### config.mk
export PLATFORM = sky130hd
export DESIGN_NAME = esc_watchdog
export DESIGN_NICKNAME = d
export VERILOG_FILES = /design/src/rtl/esc_wdt_pkg.sv /design/src/rtl/esc_wdt_regs.sv /design/src/rtl/esc_wdt_seq.sv /design/src/rtl/esc_wdt_pulse.sv /design/src/rtl/esc_watchdog.sv
export SDC_FILE = /design/constraint.sdc
export NUM_CORES = 1
export LEC_CHECK = 0
export BUFFER_PORTS_ARGS = -buffer_cell sky130_fd_sc_hd__buf_2
export CORE_MARGIN = 5
export CORE_UTILIZATION = 50
export CTS_BUF_LIST = sky130_fd_sc_hd__clkbuf_2 sky130_fd_sc_hd__clkbuf_4 sky130_fd_sc_hd__clkbuf_8
export DETAILED_ROUTE_END_ITERATION = 8
export PLACE_DENSITY = 0.71
export SYNTH_ARGS = -nofsm -noshare
export SYNTH_HDL_FRONTEND = slang
export SYNTH_SLANG_ARGS = --single-unit
### constraint.sdc
create_clock -name clk -period 5.8 [get_ports clk]
set_clock_uncertainty 0.1 [all_clocks]
set_input_delay 1.16 -clock clk [delete_from_list [all_inputs] [get_ports clk]]
set_output_delay 1.16 -clock clk [all_outputs]
set_load 0.02 [all_outputs]
### src/rtl/esc_wdt_pkg.sv
package esc_wdt_pkg;
  localparam int NSTG   = 4;
  localparam int SEL_W  = $clog2(NSTG);
  localparam int ACT_W  = 3;
  localparam int LEN_W  = 3;
  localparam int CPU_LSB = 1 + NSTG * ACT_W;
  localparam int SYS_LSB = CPU_LSB + LEN_W;
  localparam int CTRL_W  = SYS_LSB + LEN_W;

  typedef enum logic [ACT_W-1:0] {
    ACT_OFF = 3'd0,
    ACT_IRQ = 3'd1,
    ACT_CPU = 3'd2,
    ACT_SYS = 3'd3,
    ACT_ALL = 3'd4
  } act_e;

  localparam logic [31:0] UNLOCK_KEY = 32'h50D8_3AA1;

  localparam logic [3:0] A_KEY   = 4'd0;
  localparam logic [3:0] A_CTRL  = 4'd1;
  localparam logic [3:0] A_HOLD0 = 4'd2;
  localparam logic [3:0] A_FEED  = 4'd6;
  localparam logic [3:0] A_IEN   = 4'd7;
  localparam logic [3:0] A_ICLR  = 4'd8;
  localparam logic [3:0] A_IST   = 4'd9;

  function automatic logic act_live(input logic [ACT_W-1:0] a);
    return (a >= ACT_W'(1)) && (a <= ACT_W'(4));
  endfunction
endpackage

### src/rtl/esc_wdt_regs.sv
module esc_wdt_regs
  import esc_wdt_pkg::*;
#(
  parameter int HOLD_W = 16,
  parameter logic [HOLD_W-1:0] DEF_HOLD = 1000
) (
  input  logic                         clk,
  input  logic                         rst,
  input  logic                         wr_en,
  input  logic [3:0]                   wr_addr,
  input  logic [31:0]                  wr_data,
  output logic                         unlocked,
  output logic [CTRL_W-1:0]            ctrl_q,
  output logic [NSTG-1:0][HOLD_W-1:0]  hold_q,
  output logic                         feed_stb,
  output logic                         int_ena,
  output logic                         iclr_stb
);
  localparam logic [CTRL_W-1:0] CTRL_DEF =
    {3'd7, 3'd7, 3'd0, 3'd0, 3'd0, 3'd4, 1'b0};

  always_ff @(posedge clk) begin
    if (rst) begin
      unlocked <= 1'b0;
      ctrl_q   <= CTRL_DEF;
      feed_stb <= 1'b0;
      int_ena  <= 1'b0;
      iclr_stb <= 1'b0;
    end else begin
      feed_stb <= 1'b0;
      iclr_stb <= 1'b0;
      if (wr_en) begin
        case (wr_addr)
          A_KEY:  unlocked <= (wr_data == UNLOCK_KEY);
          A_CTRL: if (unlocked) ctrl_q <= wr_data[CTRL_W-1:0];
          A_FEED: if (unlocked) feed_stb <= wr_data[0];
          A_IEN:  int_ena <= wr_data[0];
          A_ICLR: iclr_stb <= wr_data[0];
          default: ;
        endcase
      end
    end
  end

  for (genvar g = 0; g < NSTG; g++) begin : g_hold
    always_ff @(posedge clk) begin
      if (rst)
        hold_q[g] <= DEF_HOLD;
      else if (wr_en && unlocked && (wr_addr == A_HOLD0 + 4'(g)))
        hold_q[g] <= wr_data[HOLD_W-1:0];
    end
  end
endmodule

### src/rtl/esc_wdt_seq.sv
module esc_wdt_seq
  import esc_wdt_pkg::*;
#(
  parameter int HOLD_W = 16
) (
  input  logic                              clk,
  input  logic                              rst,
  input  logic                              en,
  input  logic [NSTG-1:0][ACT_W-1:0]        act,
  input  logic [NSTG-1:0][HOLD_W-1:0]       hold,
  input  logic                              feed,
  output logic [SEL_W-1:0]                  stage,
  output logic                              fire_irq,
  output logic                              fire_cpu,
  output logic                              fire_sys,
  output logic                              fire_all
);
  logic [HOLD_W-1:0] cnt, lim;
  logic [NSTG-1:0]   live;
  logic [SEL_W-1:0]  nxt;

  always_comb begin
    logic [SEL_W-1:0] idx;
    for (int i = 0; i < NSTG; i++) live[i] = act_live(act[i]);
    lim = (hold[stage] == '0) ? '0 : hold[stage] - HOLD_W'(1);
    nxt = stage;
    for (int k = NSTG - 1; k >= 1; k--) begin
      idx = stage + SEL_W'(k);
      if (live[idx]) nxt = idx;
    end
  end

  always_ff @(posedge clk) begin
    if (rst) begin
      stage    <= '0;
      cnt      <= '0;
      fire_irq <= 1'b0;
      fire_cpu <= 1'b0;
      fire_sys <= 1'b0;
      fire_all <= 1'b0;
    end else begin
      fire_irq <= 1'b0;
      fire_cpu <= 1'b0;
      fire_sys <= 1'b0;
      fire_all <= 1'b0;
      if (feed || !en) begin
        stage <= '0;
        cnt   <= '0;
      end else if (!live[stage]) begin
        if (|live) stage <= nxt;
        cnt <= '0;
      end else if (cnt >= lim) begin
        case (act_e'(act[stage]))
          ACT_IRQ: fire_irq <= 1'b1;
          ACT_CPU: fire_cpu <= 1'b1;
          ACT_SYS: fire_sys <= 1'b1;
          ACT_ALL: fire_all <= 1'b1;
          default: ;
        endcase
        stage <= nxt;
        cnt   <= '0;
      end else begin
        cnt <= cnt + HOLD_W'(1);
      end
    end
  end
endmodule

### src/rtl/esc_wdt_pulse.sv
module esc_wdt_pulse #(
  parameter int LEN_W = 3
) (
  input  logic             clk,
  input  logic             rst,
  input  logic             trig,
  input  logic [LEN_W-1:0] len,
  output logic             pulse
);
  logic [LEN_W-1:0] rem, ld;

  assign ld = (len == '0) ? LEN_W'(1) : len;

  always_ff @(posedge clk) begin
    if (rst) begin
      rem   <= '0;
      pulse <= 1'b0;
    end else if (trig) begin
      rem   <= ld;
      pulse <= 1'b1;
    end else begin
      pulse <= (rem > LEN_W'(1));
      if (rem != '0) rem <= rem - LEN_W'(1);
    end
  end
endmodule

### src/rtl/esc_watchdog.sv
module esc_watchdog
  import esc_wdt_pkg::*;
#(
  parameter int HOLD_W = 16,
  parameter logic [HOLD_W-1:0] DEF_HOLD = 1000
) (
  input  logic        clk,
  input  logic        rst,
  input  logic        wr_en,
  input  logic [3:0]  wr_addr,
  input  logic [31:0] wr_data,
  input  logic [3:0]  rd_addr,
  output logic [31:0] rd_data,
  output logic        irq_o,
  output logic        cpu_rst_o,
  output logic        sys_rst_o,
  output logic        all_rst_o
);
  localparam int NPULSE = 3;

  logic                         unlocked, feed_stb, int_ena, iclr_stb;
  logic [CTRL_W-1:0]            ctrl_q;
  logic [NSTG-1:0][HOLD_W-1:0]  hold_q;
  logic [NSTG-1:0][ACT_W-1:0]   act;
  logic [SEL_W-1:0]             stage;
  logic                         fire_irq, fire_cpu, fire_sys, fire_all;
  logic                         int_st, st_nxt;
  logic [NPULSE-1:0]            trig_v, out_v;
  logic [NPULSE-1:0][LEN_W-1:0] len_v;

  esc_wdt_regs #(.HOLD_W(HOLD_W), .DEF_HOLD(DEF_HOLD)) u_regs (
    .clk(clk), .rst(rst), .wr_en(wr_en), .wr_addr(wr_addr), .wr_data(wr_data),
    .unlocked(unlocked), .ctrl_q(ctrl_q), .hold_q(hold_q), .feed_stb(feed_stb),
    .int_ena(int_ena), .iclr_stb(iclr_stb)
  );

  for (genvar s = 0; s < NSTG; s++) begin : g_act
    assign act[s] = ctrl_q[1 + s*ACT_W +: ACT_W];
  end

  esc_wdt_seq #(.HOLD_W(HOLD_W)) u_seq (
    .clk(clk), .rst(rst), .en(ctrl_q[0]), .act(act), .hold(hold_q),
    .feed(feed_stb), .stage(stage), .fire_irq(fire_irq), .fire_cpu(fire_cpu),
    .fire_sys(fire_sys), .fire_all(fire_all)
  );

  assign trig_v = {fire_all, fire_sys, fire_cpu};
  assign len_v  = {ctrl_q[SYS_LSB +: LEN_W], ctrl_q[SYS_LSB +: LEN_W],
                   ctrl_q[CPU_LSB +: LEN_W]};

  for (genvar p = 0; p < NPULSE; p++) begin : g_pulse
    esc_wdt_pulse #(.LEN_W(LEN_W)) u_pulse (
      .clk(clk), .rst(rst), .trig(trig_v[p]), .len(len_v[p]), .pulse(out_v[p])
    );
  end

  assign cpu_rst_o = out_v[0];
  assign sys_rst_o = out_v[1];
  assign all_rst_o = out_v[2];

  // a new interrupt event takes precedence over a clear in the same cycle
  assign st_nxt = fire_irq | (int_st & ~iclr_stb);

  always_ff @(posedge clk) begin
    if (rst) begin
      int_st <= 1'b0;
      irq_o  <= 1'b0;
    end else begin
      int_st <= st_nxt;
      irq_o  <= st_nxt & int_ena;
    end
  end

  always_ff @(posedge clk) begin
    if (rst) begin
      rd_data <= '0;
    end else begin
      rd_data <= '0;
      case (rd_addr)
        A_KEY:  rd_data <= {31'b0, unlocked};
        A_CTRL: rd_data <= 32'(ctrl_q);
        A_IEN:  rd_data <= {31'b0, int_ena};
        A_IST:  rd_data <= {31'b0, int_st};
        default:
          if (rd_addr >= A_HOLD0 && rd_addr < A_HOLD0 + 4'(NSTG))
            rd_data <= 32'(hold_q[rd_addr[SEL_W-1:0] - SEL_W'(A_HOLD0)]);
      endcase
    end
  end
endmodule

# ---- Word-level counts from Yosys, hierarchy flattened
# Cells that the tools add are included.
dict set report totals {
  output_inout_bits 36
  register_bits 155
  input_bits 43
  word_cells 151
}
dict set report op_classes {
  order_cmp 19
  eq_ne 17
  reduce_logical 34
  addsub 9
  bitwise_logic 10
  n_mux 38
}
# cell count
set ops {}
lappend ops {{$pmux W19 S4} 1}
lappend ops {{$bmux W16 S2} 2}
lappend ops {{$mux W16} 4}
lappend ops {{$eq A32 B31 Y1 const B} 1}
lappend ops {{$mux W3} 9}
lappend ops {{$eq A4 B3 Y1 const B} 5}
lappend ops {{$add A16 B1 Y16 const B} 1}
lappend ops {{$ge A16 B16 Y1} 1}
lappend ops {{$logic_not A16 Y1} 1}
lappend ops {{$reduce_or A4 Y1} 4}
lappend ops {{$sub A16 B1 Y16 const B} 1}
lappend ops {{$lt A2 B3 Y1 const B} 5}
lappend ops {{$ge A3 B1 Y1 const B} 4}
lappend ops {{$le A3 B3 Y1 const B} 4}
lappend ops {{$mux W2} 6}
lappend ops {{$mux W1} 11}
lappend ops {{$logic_and A1 B1 Y1} 10}
lappend ops {{$gt A3 B1 Y1 const B} 3}
lappend ops {{$reduce_bool A3 Y1} 3}
lappend ops {{$sub A3 B1 Y3 const B} 3}
lappend ops {{$bmux W1 S2} 4}
lappend ops {{$eq A4 B1 Y1 const B} 2}
lappend ops {{$eq A4 B2 Y1 const B} 2}
lappend ops {{$eq A4 B4 Y1 const B} 2}
lappend ops {{other kinds (22)} 38}

# ---- Logic depth before layout (Yosys ltp)
# Gate-level depths: netlist (run 1).
dict set report depth {
  depth_word 9
  mapped_depth 18
  mapped_depth_nobuf 14
}

# ---- Cells and area by module
# A second synthesis (run 1) with hierarchy kept.
dict set report hier_totals {
  hier_cells 831
  hier_area_um2 7587.3
}
# module cells_per_inst area_each_um2 instances seq_area_each_um2
set by_module_without_submodules {}
lappend by_module_without_submodules {esc_wdt_regs 402 3285.7 1 1741.7}
lappend by_module_without_submodules {esc_wdt_seq 259 2377.3 1 440.4}
lappend by_module_without_submodules {esc_watchdog 89 1214.9 1 420.4}
lappend by_module_without_submodules {esc_wdt_pulse 27 236.5 3 80.1}

# ---- Worst setup path after synthesis (run 1)
# Ideal clock, no wire load.
dict set report synth_path {
  path_kind {register to register}
  startpoint {register u_seq.stage[1]}
  endpoint {register u_seq.cnt[10]}
  setup_time_ns 0.064
  setup_slack_ns 1.490
  path_buffers 5
  arrival_ns 4.146
  synth_period_minus_slack_ns 4.310
  path_stages_with_launch 18
  required_time_ns 5.636
  cell_sequence {dfxtp_1 clkbuf_1 buf_1 mux4_1 nor4_1 and3b_2 nand4_2 buf_2 nand2_1 ha_1 a21o_1 a21o_1 a2111oi_0 nand3_1 or3_1 clkbuf_1 buf_2 nor2_1}
}
dict set report synth_between {
  elab_chain_cells 6
  elab_cells_between_ends 10
  cone_classes {add/sub (1); order compare (1); mux (5); bitwise (1); reduce/logical (2)}
}
# element line
set synth_rtl {}
lappend synth_rtl {{start: declaration} esc_wdt_seq.sv:12} ;# output logic [SEL_W-1:0] stage,
lappend synth_rtl {{start signal: assignment} esc_wdt_seq.sv:50} ;# if (|live) stage <= nxt;
lappend synth_rtl {{start signal: assignment} esc_wdt_seq.sv:60} ;# stage <= nxt;
lappend synth_rtl {{$bmux W16 S2} esc_wdt_seq.sv:25} ;# lim = (hold[stage] == '0) ? '0 : hold[stage] - HOLD_W'(1);
lappend synth_rtl {{$mux W16 (not written as such)} esc_wdt_seq.sv:25}
lappend synth_rtl {{$sub A16 B1 Y16 or $logic_not A16 Y1 (tied branches)} esc_wdt_seq.sv:25}
lappend synth_rtl {{$mux W16} esc_wdt_seq.sv:25}
lappend synth_rtl {{$ge A16 B16 Y1} esc_wdt_seq.sv:52} ;# end else if (cnt >= lim) begin
lappend synth_rtl {{$reduce_or A4 Y1 (no line) *} n/a}
lappend synth_rtl {{end signal: assignment} esc_wdt_seq.sv:63} ;# cnt <= cnt + HOLD_W'(1);
lappend synth_rtl {{end: declaration} esc_wdt_seq.sv:18} ;# logic [HOLD_W-1:0] cnt, lim;
# Mark *: on every way between the ends. The rest lies on a longest branch, timed or not. The select of a mux whose other input is x is not followed.
# A chain may end at the register's enable or synchronous reset.

# ---- Final worst setup path (run 1)
dict set report layout_path {
  startpoint {register u_seq.stage[0]}
  endpoint {register u_seq.cnt[9]}
}
# The elaborated chain is that of the path after synthesis.

==> results of run 1 <==
state kept, by name, indices dropped and copies added, names as in the netlist, 2 cells and up:
signal                 flops
u_regs.ctrl_q             19
g_pulse.u_pulse.pulse      3
g_pulse.u_pulse.rem        9
u_seq.stage                2
u_seq.cnt                 16
rd_data                   19
u_regs.hold_q             64
cell families after synthesis:
logic type / count (synthesis) / share of synthesized area [%]
AOI/OAI and AO/OA: 112 / 9.44
xor gates and xnor gates: 30 / 3.66
adders and majority gates: 28 / 4.74
buffers and inverters: 70 / 4.40
DFF: 142 / 38.4
muxes: 51 / 13.6
other: 1 / 0.0507
and+or+nand+nor: 397 / 25.7
final timing paths:
kind,start,endpoint,slack [ns],cells past startpoint
max,u_seq.stage[0],u_seq.cnt[9],0.73,12
min,u_regs.hold_q[36],u_regs.hold_q[36],0.37,2
max reg2reg,u_seq.stage[0],u_seq.cnt[9],0.73,12
min reg2reg,u_regs.hold_q[36],u_regs.hold_q[36],0.37,2
metal layers:
| layer | global-route usage (%) | vias to the layer above | share of wire (%) | wire length (um) |
|---|---|---|---|---|
| met4 | 6.63 | 0 | 1.5 | 270 |
| met3 | 4.51 | 22 | 5.5 | 1000 |
| met5 | 0 | - | 0 | 0 |
| li1 | - | 2984 | - | - |
| met2 | 32.9 | 197 | 47 | 8640 |
| met1 | 29.1 | 2921 | 46 | 8330 |
power groups by stage:
stage | clock (mW) | sequential [mW] | combinational [mW]
floorplan | 0 | 1.07 | 0.234
global placement | 0 | 1.06 | 0.311
detailed placement | 0 | 1.06 | 0.312
CTS | 0.833 | 1.04 | 0.316
global route | 0.877 | 1.04 | 0.360
finish | 0.819 | 1.03 | 0.313
cell type report:
| cell class | instances | area [um^2] | area share [%] |
|---|---|---|---|
| clock inverter | 11 | 143 | 1.73 |
| tap | 184 | 230 | 2.80 |
| multi-input combinational | 631 | 4290 | 52.1 |
| inverter | 15 | 56.3 | 0.684 |
| timing repair buffer | 76 | 410 | 4.98 |
| clock buffer | 19 | 262 | 3.18 |
| sequential | 142 | 2840 | 34.5 |
per-stage QoR:
stage	setup WS (ns)	instances	area (um^2)
global placement	0.881	1048	7830
global route	0.331	1078	8240
detailed placement	0.737	1048	7830
CTS	0.733	1078	8240
floorplan	1.49	843	7440
finish	0.728	1078	8240
synth_stat cells, types with 3 or more instances:
master / n / share of area [%]
clkbuf_1: 34 / 1.7
a22oi_1: 15 / 1.5
nand4_1: 5 / 0.42
nor2_1: 94 / 4.8
nor3_1: 15 / 1.0
dfxtp_1: 142 / 38
nand2b_1: 4 / 0.34
or3_1: 3 / 0.25
mux4_2: 29 / 8.8
or2_2: 3 / 0.25
a211o_1: 6 / 0.71
buf_2: 5 / 0.34
and3_1: 6 / 0.51
o21ai_0: 4 / 0.27
a211oi_1: 5 / 0.51
nand3_1: 13 / 0.88
nand3b_1: 27 / 2.7
and2_1: 9 / 0.76
mux4_1: 8 / 2.8
ha_1: 28 / 4.7
nor4bb_1: 3 / 0.41
nand4b_1: 3 / 0.36
xnor2_1: 17 / 2.0
xor2_1: 12 / 1.4
nor4b_1: 3 / 0.36
mux2i_1: 14 / 1.9
a21oi_1: 62 / 4.2
nor3b_1: 6 / 0.61
nor2b_1: 10 / 0.85
buf_4: 13 / 1.3
nand2_1: 178 / 9.0
and4b_1: 3 / 0.41
inv_1: 15 / 0.76
a31oi_1: 3 / 0.25
nor4_1: 3 / 0.25
worst reg2reg max path, stage by stage, from the launching register on:
cell and delay, ns:
dfxtp_1 0.71, mux4_1 0.75, nor4_1 0.47, and3b_2 0.32, nand4_2 0.30, nand2_1 0.17
ha_1 0.25, a21o_1 0.16, a21o_1 0.17, a2111oi_0 0.60, nand3_1 0.23, or3_1 0.61
nor2_1 0.18
==> metrics.cfg, run 1 <==
[critical_path]
cp_cell_sequence = mux4_1 -> nor4_1 -> and3b_2 -> nand4_2 -> nand2_1 -> ha_1 -> a21o_1 -> a21o_1 -> a2111oi_0 -> nand3_1 -> or3_1 -> nor2_1
start_kind = flip-flop
critPathKind = flip-flop to flip-flop
cpMostUsedCell = a21o_1
crit_path_top_delay_cell = mux4_1
crit_fanout = 16
required_ns = 6.09
cpLargestDelayFamily = simple AND/OR/NAND/NOR gates
setup.worst_path.end_class = flip-flop
critical_path_arrival_ns = 5.36
crit_buf_inv = 0
critPathMaxStageDelay_ns = 0.74

[timing]
hold_ws_ns = 0.374
hold_viol = 0
max_freq_mhz = 197
max_slew_margin_pct = 21.4
fin_crit_sh_pct = 87.4
period_minus_slack_ns = 5.07
drv_slew = 0
grt_setup_unrepaired = no
tns_ns = 0
tightest_slew_ns = 1.18
setup_viol = 0

[power_and_ir_drop]
seqPwrFrac_pct = 47.8
p_leak_nw = 3.19
ir_worst_vdd_mv = 0.159
p_sw_mw = 0.582
internal-power_mw = 1.58
power_density_mw_per_mm2 = 263
comb_power_share_pct = 14.5
switching_share_pct = 26.9
clkPwrFrac_pct = 37.8
totalPowerFinal_mw = 2.17

[placed_design]
gp_congestion = 0.881
dpl.hpwl_um = 13000
port_buffers = 65

[synthesis]
async_flop_share_pct = 0
netlist_area_mm2 = 0.00739
synth_cell_types = 60
synth.avg_cell_area_um2 = 8.90
synth.ff_latch_count = 142
synth_flop_cell = dfxtp_1
yosysSeqAreaShare_pct = 38.4
netlist_instances = 831
yosys_warnings = 0
synth_edf_count = 0

[clocking]
clk_pin_slew_ns = 0.08
clk_latency_ns = 0.46
cts_setup_buffers = 0
clock_sinks = 142
clockBufferDepth = 2
cts_root_buffer = clkbuf_8
cts_max_level = 4
cts-resized-gates = 0
hold_buffers = 0
cts_tree = built
cts_buffers = 17

[die]
rows = 44
fp.dieArea_mm2 = 0.0173
coreArea_mm2 = 0.0145
die_w_um = 132
start_util_pct = 50.9
fp.dieH_um = 132
ioPinCount = 79

[drt]
routed_via_density = 5.68
drtAntennaViolNets = 0
routedWlPerCell_um = 16.9
dr.pass1.iters = 7
first_iter_violations = 464
drc_errors = 0
routed_wl_um = 18200
num_vias = 6124

[layout]
drive_above_1_share_pct = 16.7
diodes = 0
final_cell_mix = nand2_1 (178), dfxtp_1 (142), nor2_1 (94), buf_2 (64), a21oi_1 (62)
final_common_cell = nand2_1
fill_cells = 1371
utilization_pct = 56.7
area_growth_pct = 11.4
final_nets = 954

[global_routing]
grt_util_all_layers_pct = 21.0
overflow = 0
grt_pass1_vias = 5692
grt_pass1_wl_um = 29700
antenna_found_initial = 0
grt_max_degree = 90

[flow_run]
maxCapViolations = 0

[worst_hold_path]
min_path_type = flip-flop to flip-flop

[outcome]
outcome = completed

Note: power is estimated with default switching activity, not from simulation.
==> run 2, diff against run 1 <==
--- a/config.mk
+++ b/config.mk
@@ -10,6 +10,7 @@
 export CORE_UTILIZATION = 50
 export CTS_BUF_LIST = sky130_fd_sc_hd__clkbuf_2 sky130_fd_sc_hd__clkbuf_4 sky130_fd_sc_hd__clkbuf_8
 export DETAILED_ROUTE_END_ITERATION = 8
+export MAX_ROUTING_LAYER = met4
 export PLACE_DENSITY = 0.71
 export SYNTH_ARGS = -nofsm -noshare
 export SYNTH_HDL_FRONTEND = slang
==> metrics.cfg, run 2 (synthesis gave the netlist of run 1 again) <==
[power_and_ir_drop]
p_sw_mw = 0.581
ir_worst_vdd_mv = 0.160
power_density_mw_per_mm2 = 263
seqPwrFrac_pct = 47.8
p_leak_nw = 3.19
comb_power_share_pct = 14.5
clkPwrFrac_pct = 37.7
internal-power_mw = 1.58
switching_share_pct = 26.8

[timing]
max_slew_margin_pct = 20.9
period_minus_slack_ns = 5.05
setup_viol = 0
grt_setup_unrepaired = no
hold_viol = 0
drv_slew = 0
tns_ns = 0
tightest_slew_ns = 1.18
max_freq_mhz = 198
fin_crit_sh_pct = 87.1

[layout]
drive_above_1_share_pct = 16.7
final_nets = 954
diodes = 0
top_regs = u_regs.hold_q: 64 flops, rd_data: 19 flops, u_regs.ctrl_q: 19 flops
largest_register_ffs = 64
regMostFlops = u_regs.hold_q
stdcell_count = 1078
final_common_cell = nand2_1
utilization_pct = 56.7
area_growth_pct = 11.4
final_cell_mix = nand2_1 (178), dfxtp_1 (142), nor2_1 (94), buf_2 (64), a21oi_1 (62)

[placed_design]
gp_congestion = 0.895
dpl.hpwl_um = 13000
port_buffers = 65
dp_cells = 1048

[global_routing]
overflow = 0
grt_pass1_wl_um = 29800
grt_util_all_layers_pct = 21.6
grtUsageMet1_pct = 29.4
grt_pass1_vias = 5659
use_met3_pct = 4.47
antenna_found_initial = 0
grt_max_degree = 90
grt.busiest_layer = met2
grt_use_met2_pct = 32.8

[critical_path]
crit_buf_inv = 0
critPathMaxStageDelay_ns = 0.74
crit_fanout = 16
reg2reg_slack_ns = 0.75
critical_path_arrival_ns = 5.34
cpMostUsedCell = a21o_1
required_ns = 6.09
start_kind = flip-flop
cpLargestDelayFamily = simple AND/OR/NAND/NOR gates
setup.worst_path.end_class = flip-flop
cp_cell_sequence = mux4_1 -> nor4_1 -> and3b_2 -> nand4_2 -> nand2_1 -> ha_1 -> a21o_1 -> a21o_1 -> a2111oi_0 -> nand3_1 -> or3_1 -> nor2_1
crit_path_top_delay_cell = mux4_1
critPathKind = flip-flop to flip-flop

[die]
die_w_um = 132
fp.dieH_um = 132
coreArea_mm2 = 0.0145
rows = 44
ioPinCount = 79
start_util_pct = 50.9
fp.dieArea_mm2 = 0.0173

[clocking]
cts_tree = built
hold_buffers = 0
clk_latency_ns = 0.46
cts_buffers = 17
cts-resized-gates = 0
cts_setup_buffers = 0
cts_max_level = 4
clk_pin_slew_ns = 0.08
cts_root_buffer = clkbuf_8
clockBufferDepth = 2
clock_sinks = 142

[drt]
first_iter_violations = 512
routedWlPerCell_um = 16.9
dr.pass1.iters = 5
drtAntennaViolNets = 0
routed_via_density = 5.71
drc_errors = 0
num_vias = 6153
routed_wl_um = 18200

[flow_run]
maxCapViolations = 0

[worst_hold_path]
min_path_type = flip-flop to flip-flop

[outcome]
outcome = completed

-- run 2: cell counts in the layout (fill, tap and decap cells not counted) --
Identical to the previous run, type by type.
-- run 2: final cells by class --
| cell class | count | area, um^2 |
|---|---|---|
| fill | 1371 | 6300 |
| multi-input combinational | 631 | 4290 |
| sequential | 142 | 2840 |
| timing repair buffer | 76 | 410 |
| clock buffer | 19 | 262 |
| tap | 184 | 230 |
| clock inverter | 11 | 143 |
| inverter | 15 | 56.3 |
-- run 2: final timing paths --
kind                      from                end  cells after the start
max             u_seq.stage[0]       u_seq.cnt[9]                     12
min          u_regs.hold_q[47]  u_regs.hold_q[47]                      2
max reg2reg     u_seq.stage[0]       u_seq.cnt[9]                     12
min reg2reg  u_regs.hold_q[47]  u_regs.hold_q[47]                      2
-- run 2: per-stage QoR --
stage | total power, mW | hold WS, ns | cell area [um^2] | setup slack (ns)
CTS | 2.18 | 0.373 | 8240 | 0.733
global placement | 1.37 | 0.356 | 7830 | 0.881
detailed placement | 1.37 | 0.363 | 7830 | 0.737
finish | 2.17 | 0.374 | 8240 | 0.748
floorplan | 1.30 | 0.339 | 7440 | 1.49
global route | 2.28 | 0.399 | 8240 | 0.325
-- run 2: power by group through the flow --
| stage | clock network (mW) | registers, mW | logic (mW) |
|---|---|---|---|
| 2_1_floorplan | 0 | 1.07 | 0.234 |
| 3_3_place_gp | 0 | 1.06 | 0.311 |
| 3_5_place_dp | 0 | 1.06 | 0.312 |
| 4_1_cts | 0.833 | 1.04 | 0.316 |
| 5_1_grt | 0.879 | 1.04 | 0.360 |
| 6_report | 0.817 | 1.03 | 0.313 |
-- run 2: tightest hold or removal path: stages, from the launching register on --
cell	delay (ns)
dfxtp_1	0.32
nand2_1	0.05
a21oi_1	0.05
-- run 2: routing by layer --
metal  share of wire, %  up-vias
met3                6.2       25
met2                 47      210
met5                  0        -
met4                1.4        0
met1                 45     2936
li1                   -     2982
